## src/rtl/seg_xlate.sv

```systemverilog
module seg_xlate #(
  parameter int ADDR_W    = 64,
  parameter int LEG_W     = 32,
  parameter int SMALL_W   = 16,
  parameter int CANON_BIT = 47,
  parameter int SIZE_W    = 4,
  parameter int NSEG      = 6,
  parameter int SEG_W     = 3
) (
  input  logic              clk,
  input  logic              rst_n,
  input  logic              wr_en,
  input  logic [SEG_W-1:0]  wr_seg,
  input  logic [ADDR_W-1:0] wr_base,
  input  logic [LEG_W-1:0]  wr_limit,
  input  logic              wr_expdn,
  input  logic              wr_db,
  input  logic              wr_long,
  input  logic              mode_wr,
  input  logic              mode_lma,
  input  logic              req_valid,
  input  logic [SEG_W-1:0]  req_seg,
  input  logic [ADDR_W-1:0] req_ea,
  input  logic [SIZE_W-1:0] req_size,
  output logic              rsp_valid,
  output logic [ADDR_W-1:0] rsp_lin,
  output logic              rsp_fault
);
  localparam int CODE_IDX = 0;
  localparam int XA_IDX   = 4;
  localparam int XB_IDX   = 5;
  localparam int HI_W     = ADDR_W - LEG_W;
  localparam int CHK_W    = LEG_W + 1;
  localparam logic [CHK_W-1:0] TOP_BIG   = {1'b0, {LEG_W{1'b1}}};
  localparam logic [CHK_W-1:0] TOP_SMALL = {{(CHK_W-SMALL_W){1'b0}}, {SMALL_W{1'b1}}};

  logic [ADDR_W-1:0] base_q [NSEG];
  logic [LEG_W-1:0]  lim_q  [NSEG];
  logic [NSEG-1:0]   ed_q, db_q, l_q;
  logic              lma_q;
  logic              m64_q;

  always_ff @(posedge clk) begin
    if (!rst_n) begin
      for (int i = 0; i < NSEG; i++) begin
        base_q[i] <= '0;
        lim_q[i]  <= '0;
      end
      ed_q  <= '0;
      db_q  <= '0;
      l_q   <= '0;
      lma_q <= 1'b0;
    end else begin
      if (wr_en && (int'(wr_seg) < NSEG)) begin
        base_q[wr_seg] <= wr_base;
        lim_q[wr_seg]  <= wr_limit;
        ed_q[wr_seg]   <= wr_expdn;
        db_q[wr_seg]   <= wr_db;
        l_q[wr_seg]    <= wr_long;
      end
      if (mode_wr) lma_q <= mode_lma;
    end
  end

  logic              idx_ok, m64, ok32, canon_first, canon_last, fault_c;
  logic [SEG_W-1:0]  sel;
  logic [SIZE_W-1:0] len_m1;
  logic [CHK_W-1:0]  first32, last32, upper;
  logic [LEG_W-1:0]  lin32;
  logic [ADDR_W-1:0] base64, lin64, last64, lin_c;

  assign idx_ok  = int'(req_seg) < NSEG;
  assign sel     = idx_ok ? req_seg : '0;
  assign m64     = lma_q & l_q[CODE_IDX];
  assign len_m1  = (req_size == '0) ? '0 : req_size - 1'b1;

  assign first32 = {1'b0, req_ea[LEG_W-1:0]};
  assign last32  = first32 + CHK_W'(len_m1);
  assign upper   = db_q[sel] ? TOP_BIG : TOP_SMALL;
  assign ok32    = ed_q[sel] ? ((first32 >= {1'b0, lim_q[sel]}) && (last32 <= upper))
                             : (last32 <= {1'b0, lim_q[sel]});
  assign lin32   = base_q[sel][LEG_W-1:0] + req_ea[LEG_W-1:0];

  assign base64  = ((int'(sel) == XA_IDX) || (int'(sel) == XB_IDX)) ? base_q[sel] : '0;
  assign lin64   = base64 + req_ea;
  assign last64  = lin64 + ADDR_W'(len_m1);
  assign canon_first = (&lin64[ADDR_W-1:CANON_BIT])  | ~(|lin64[ADDR_W-1:CANON_BIT]);
  assign canon_last  = (&last64[ADDR_W-1:CANON_BIT]) | ~(|last64[ADDR_W-1:CANON_BIT]);

  assign fault_c = !idx_ok || (m64 ? !(canon_first && canon_last) : !ok32);
  assign lin_c   = m64 ? lin64 : {{HI_W{1'b0}}, lin32};

  always_ff @(posedge clk) begin
    if (!rst_n) begin
      rsp_valid <= 1'b0;
      rsp_lin   <= '0;
      rsp_fault <= 1'b0;
      m64_q     <= 1'b0;
    end else begin
      rsp_valid <= req_valid;
      m64_q     <= m64;
      if (req_valid) begin
        rsp_lin   <= lin_c;
        rsp_fault <= fault_c;
      end
    end
  end

  assert_rsp_strobe_R8: assert property (@(posedge clk) disable iff (!rst_n)
    req_valid |=> rsp_valid);
  assert_rsp_idle_R8: assert property (@(posedge clk) disable iff (!rst_n)
    !req_valid |=> !rsp_valid);
  assert_bad_index_R10: assert property (@(posedge clk) disable iff (!rst_n)
    (req_valid && (int'(req_seg) >= NSEG)) |=> rsp_fault);
  assert_legacy_high_zero_R3: assert property (@(posedge clk) disable iff (!rst_n)
    (rsp_valid && !rsp_fault && !m64_q) |-> (rsp_lin[ADDR_W-1:LEG_W] == '0));
  assert_canonical_out_R7: assert property (@(posedge clk) disable iff (!rst_n)
    (rsp_valid && !rsp_fault && m64_q) |->
      ((&rsp_lin[ADDR_W-1:CANON_BIT]) || !(|rsp_lin[ADDR_W-1:CANON_BIT])));
  assert_mode_gate_R2: assert property (@(posedge clk) disable iff (!rst_n)
    (rsp_valid && m64_q) |-> $past(lma_q));
endmodule

```

## config.mk

```make
export PLATFORM = sky130hd
export DESIGN_NAME = seg_xlate
export DESIGN_NICKNAME = d
export VERILOG_FILES = /design/src/rtl/seg_xlate.sv
export SDC_FILE = /design/constraint.sdc
export NUM_CORES = 2
export LEC_CHECK = 0
export ABC_CLOCK_PERIOD_IN_PS = 8800
export BUFFER_PORTS_ARGS = -buffer_cell sky130_fd_sc_hd__clkbuf_2
export CAP_MARGIN = 40
export CORE_MARGIN = 2
export CORE_UTILIZATION = 30
export DETAILED_ROUTE_END_ITERATION = 10
export GPL_ROUTABILITY_DRIVEN = 0
export PLACE_DENSITY = 0.45
export SYNTH_ARGS = -nofsm -noshare
export SYNTH_HDL_FRONTEND = slang
export SYNTH_SLANG_ARGS = --single-unit
export TNS_END_PERCENT = 50
```

## constraint.sdc

```tcl
create_clock -name clk -period 8.8 [get_ports clk]
set_input_delay 0.44 -clock clk [delete_from_list [all_inputs] [get_ports clk]]
set_output_delay 0.44 -clock clk [all_outputs]
set_load 0.01 [all_outputs]
```

**Word level (Yosys, flattened, before mapping)**

Memory sizes are Yosys's and may differ from the RTL's.
Cells that the tools add are included.

- Bits in writable memories: 576
- Register bits: 85
- Input bits: 179
- Output and inout bits: 66
- Memories: 2

- Bitwise gates (word level): 5
- Magnitude comparators: 8
- Equal/unequal tests: 2
- Mux-type cells: 26
- Add/sub/neg operators: 5
- Reduce and logical (&&, ||, !) cells: 16

Memory list:

| name | words | width | read ports | clocked after Yosys merged registers in | write ports | line | source |
|---|---|---|---|---|---|---|---|
| base_q | 6 | 64 | 1 | 0 | 6 | 37 | `logic [ADDR_W-1:0] base_q [NSEG];` |
| lim_q | 6 | 32 | 1 | 0 | 6 | 38 | `logic [LEG_W-1:0] lim_q [NSEG];` |

Operators with widths:

| operator | count |
|---|---|
| $mux 64 | 3 |
| $le 33x32->1 | 2 |
| $add 64x4->64 | 1 |
| $add 64x64->64 | 1 |
| $mux 32 | 2 |
| $reduce_or 64->1 | 1 |
| $reduce_and 17->1 | 2 |
| $reduce_or 17->1 | 2 |
| $add 32x4->33 | 1 |
| $add 32x32->32 | 1 |
| $ge 32x32->1 | 1 |
| $reduce_or 32->1 | 1 |
| $bwmux 6 | 3 |
| $mux 1 | 11 |
| $mux 3 | 3 |
| $lt 3x4->1 const B | 2 |
| $bmux 1 s3 | 2 |
| $eq 3x3->1 const B | 2 |
| $lt 3x3->1 const B | 2 |
| $logic_and 1x1->1 | 4 |
| $logic_not 4->1 | 1 |
| $mux 4 | 1 |
| $sub 4x1->4 const B | 1 |
| $demux 1 s3 | 1 |
| 6 further kinds | 11 |

**Logic depth before layout (Yosys ltp)**

- Depth after elaboration: 14
- Mapped depth: 28
- Mapped depth without buffers: 28

**Least setup slack after synthesis**

No wires, ideal clock.

- Path kind: input -> register
- From: in req_seg[1]
- To: reg rsp_fault
- Buffers on the path: 4
- Data arrival time: 5.745 ns
- Data required time: 8.716 ns
- Stages on the path: 26
- Setup slack: 2.970 ns
- Cell sequence: clkbuf_1 nand2_1 and2_1 clkbuf_1 clkbuf_1 clkbuf_1 nand2_1 a21oi_1 inv_1 fa_1 nand2b_1 a211oi_2 o21ai_1 xor2_1 or4_1 or4_1 or3_1 nor4_2 nand4_1 nor4_1 nand4_1 nor3_2 nand3_1 xnor2_1 and4b_1 o31ai_2

- Longest elaborated chain between the ends: 14
- Elaborated cells between the ends (all ways): 34
- Classes of those cells: add/sub: 2; order compare: 4; eq/ne: 2; mux: 9; bitwise: 4; reduce/logical: 11; memory: 2

RTL lines:

| item | line | source |
|---|---|---|
| start, declared | 22 | `input logic [SEG_W-1:0] req_seg,` |
| branches (longest 13 deep; another with $mem_v2 6x64) | n/a |  |
| $logic_or 1x1->1 * | 90 | `assign fault_c = !idx_ok \|\| (m64 ? !(canon_first && canon_last) : !ok32);` |
| end signal, assigned | 104 | `rsp_fault <= fault_c;` |
| end, declared | 27 | `output logic rsp_fault` |

Every way passes the cells marked *. The select of a mux whose other input is x is not followed.
A chain may end at the register's enable or synchronous reset.

**Worst setup path in the final report**

Same ends and word-level chain as after synthesis.

==> run_results.csv <==
group,metric,value,unit
outcome,outcome,"completed",
final_layout,drive_above_1_share,13.8,%
placed_design,io_buffers,244,
worst_setup_path,timing.critical_path.to_type,"flip-flop",
worst_setup_path,critical_path.top_delay_family,"compound AO/OA/AOI/OAI gates",
yosys,synth_area_per_cell,9.50,um2
hold_path,min_from,"wr_base[48]",
worst_setup_path,cp_slowest_cell,"and2_4",
placed_design,post-dp-hpwl,82000,um
clock_network,cts_max_path_buffers,3,
timing,finalClockSkew,0.0276,ns
final_layout,num-nets-final,3841,
hold_path,holdPathEnd,"base_q[5][48]",
yosys,synth-seq-area-share,48.0,%
global_routing,grt.overflow.total,0,
timing,worst_pin_slew,0.855,ns
yosys,ys.flop_type,"edfxtp_1",
pwr,p_leak,0.0152,uW
global_routing,grt_pass1_vias,24549,
timing,fin_hold_ws,0.0567,ns
timing,period_minus_slack,6.50,ns
detailed_routing,totalWireLength,112000,um
worst_setup_path,r2r_setup_slack,3.18,ns
detailed_routing,via_per_inst,5.15,
final_layout,final_cell_mix,"582 x nor2_1, 473 x nand2_1, 448 x edfxtp_1",
worst_setup_path,crit_chain,"clkbuf_2, nand2_1, and2_4, nand2_1, a21oi_1, inv_1, fa_1, nand2b_1, a211oi_2, o211ai_1, o21a_1, o22ai_2, a21oi_1, o21ai_2, a31oi_1, xor2_1, a2111oi_0, nand4_1, nor3_1, nand3_1, xnor2_1, and4b_1, o31ai_2",
worst_setup_path,r2r_start,"base_q[4][0]",
detailed_routing,drc_errors,0,
timing,timing.fmax,0.154,GHz
timing,relSlewSlack,43.0,%
global_routing,antenna_found_initial,8,
global_routing,grt_max_degree,71,
clock_network,clkLatencyLatePin,0.66,ns
floorplanning,die_w,327,um
timing,rsz0062_at_grt,"false",
yosys,syn-num-nets,3662,
timing,setup_ws,2.30,ns
floorplanning,core,104000,um2
timing,setup_tns,0,ns
hold_path,min_path_cells,3,
detailed_routing,vias,25290,
floorplanning,start_util,30.2,%
global_routing,grt_pass1_wl,166000,um
worst_setup_path,path_buf_inv,2,
timing,fin_crit_sh,73.9,%
worst_setup_path,crit_type,"primary input to flip-flop",
pwr,powerDensity,190,nW/um2
clock_network,htree_levels,2,
worst_setup_path,crit_required,9.38,ns
clock_network,cts.reportedPaths.clkPinSlew,0.06,ns
yosys,synth-edff-count,448,
hold_path,min_path_type,"primary input to flip-flop",
worst_setup_path,crit_path_max_fanout,54,
worst_setup_path,worst-r2r-cell-count,21,
timing,slew_violations,0,
clock_network,ctsResizeCount,0,
yosys,ys_seq_elements,528,
detailed_routing,firstDrtPassIters,7,
pwr,switching_share,29.4,%
clock_network,cts-root-buf,"clkbuf_16",
yosys,ys_types,86,
yosys,syn_area,31300,um2
pwr,pwr-share-clk,37.7,%
pwr,p_sw,2030,uW
floorplanning,die_area,107000,um2
flow_run,drv_cap,0,
pwr,seqPwrFrac,42.5,%
floorplanning,dieHeight,327,um
final_layout,syn_to_final_growth,15.9,%
yosys,syn_inst,3299,
yosys,synthArstFlopShare,0,%
worst_setup_path,start_kind,"primary input",
clock_network,cts_tree,"built",
placed_design,place_inst,4794,
worst_setup_path,r2r_end,"rsp_fault",
pwr,combPwrFrac,19.8,%
final_layout,final_common_cell,"nor2_1",
worst_setup_path,worstPathArrival,7.08,ns
clock_network,post_cts_buffers,0,
floorplanning,io_pins,245,
detailed_routing,ant_nets,0,
global_routing,grt_util_all_layers,20.6,%
placed_design,pre_cts_ws,1.72,ns
detailed_routing,wl_per_cell,22.8,um
pwr,p_int,4880,uW
worst_setup_path,cp_slowest_stage_delay,0.64,ns
timing,finalHoldViolCount,0,
detailed_routing,drt_iter0_drc,1847,
pwr,peakVddDrop,0.143,mV
clock_network,cts_buffers,61,
floorplanning,rows,118,
final_layout,stdcell_count,4913,
timing,setup_viol,0,
yosys,yosys_warnings,0,
clock_network,cts_sinks,528,
-- synthesized netlist by cell type, drive strengths merged (21+ instances only) --
| cell type | n | area (um2) |
|---|---|---|
| nor2 | 582 | 2180 |
| nand2 | 481 | 1810 |
| edfxtp | 448 | 13500 |
| a21oi | 199 | 1010 |
| ha | 181 | 2260 |
| clkbuf | 150 | 564 |
| mux2i | 141 | 1410 |
| inv | 132 | 495 |
| nand3 | 95 | 475 |
| o21ai | 95 | 483 |
| a21o | 94 | 706 |
| dfxtp | 80 | 1600 |
| xnor2 | 60 | 526 |
| nor3 | 49 | 250 |
| xor2 | 47 | 412 |
| nand4 | 35 | 219 |
| a22oi | 27 | 203 |
| buf | 26 | 101 |
| a31o | 25 | 219 |
| nor2b | 25 | 156 |
| a211oi | 22 | 175 |
| mux2 | 22 | 248 |
| nand2b | 21 | 131 |
-- per-layer routing --
| layer | GRT usage (%) | vias up | wire, um |
|---|---|---|---|
| met3 | 3.11 | 110 | 6420 |
| met5 | 0 | - | 57 |
| met2 | 32.8 | 703 | 50900 |
| met4 | 3.80 | 8 | 1560 |
| li1 | - | 12134 | - |
| met1 | 29.7 | 12335 | 53100 |
-- stage by stage --
| stage | utilization [%] | instance area, um2 | total power [uW] |
|---|---|---|---|
| after floorplan | - | 31300 | 3850 |
| after global placement | 32.8 | 34000 | 4350 |
| after detailed placement | 33.1 | 34300 | 4350 |
| after CTS | 35.1 | 36300 | 6980 |
| after global routing | 35.1 | 36300 | 7230 |
| final | 35.1 | 36300 | 6910 |
-- flip-flops by register name (all words and copies together), names as in the netlist --
name       count
base_q       256
lim_q        192
rsp_lin       64
db_q           6
ed_q           6
l_q            1
lma_q          1
rsp_fault      1
rsp_valid      1
-- kinds of logic (layout without fill, tap and decap cells) --
kind of cell / Yosys count / after routing / synth area share [%]
and+or+nand+nor: 1393 / 1393 / 19.1
AOI/OAI and AO/OA: 604 / 604 / 12.6
DFF: 528 / 528 / 48.0
buffers and inverters: 308 / 540 / 3.70
adders and majority gates: 184 / 184 / 7.42
muxes: 175 / 175 / 6.15
xor gates and xnor gates: 107 / 107 / 2.99
other: 0 / 2 / 0
-- repair_timing --
| action | 4_1_cts | 5_1_grt |
|---|---|---|
| hold buffers | 1 | 0 |
| endpoints found under the setup margin | 0 | 0 |
| hold endpoints to repair | 1 | 0 |
-- area by class of cell --
type / count / area [um2]
fillers: 10588 / 67300
multi-input cells: 2463 / 15200
flip-flops and latches: 528 / 15100
repair buffers: 292 / 1780
clock buffers: 87 / 1770
well taps: 1380 / 1730
inverters: 132 / 495
clock inverters: 29 / 277
diodes: 2 / 5.00
-- power by group through the flow --
| stage | registers [uW] | logic [uW] | clock network, uW |
|---|---|---|---|
| finish | 2940 | 1370 | 2600 |
| global route | 2950 | 1510 | 2770 |
| CTS | 2940 | 1370 | 2670 |
| detailed placement | 2990 | 1360 | 0 |
| global placement | 2990 | 1350 | 0 |
| floorplan | 2990 | 854 | 0 |
-- worst max path at each step --
stage | from | to | cells after the start
after floorplan | req_seg[1] | rsp_fault | 26
after global placement | req_seg[1] | rsp_fault | 23
after detailed placement | req_seg[1] | rsp_fault | 23
after CTS | req_seg[1] | rsp_fault | 23
after global routing | req_seg[1] | rsp_fault | 23
final | req_seg[1] | rsp_fault | 23
-- tightest hold or removal path, delay by kind of cell --
kind / cells / cell delay, ns
AND/OR/NAND/NOR: 1 / 0.05
buffers and inverters: 2 / 0.12
(Power assumes the default switching activity.)
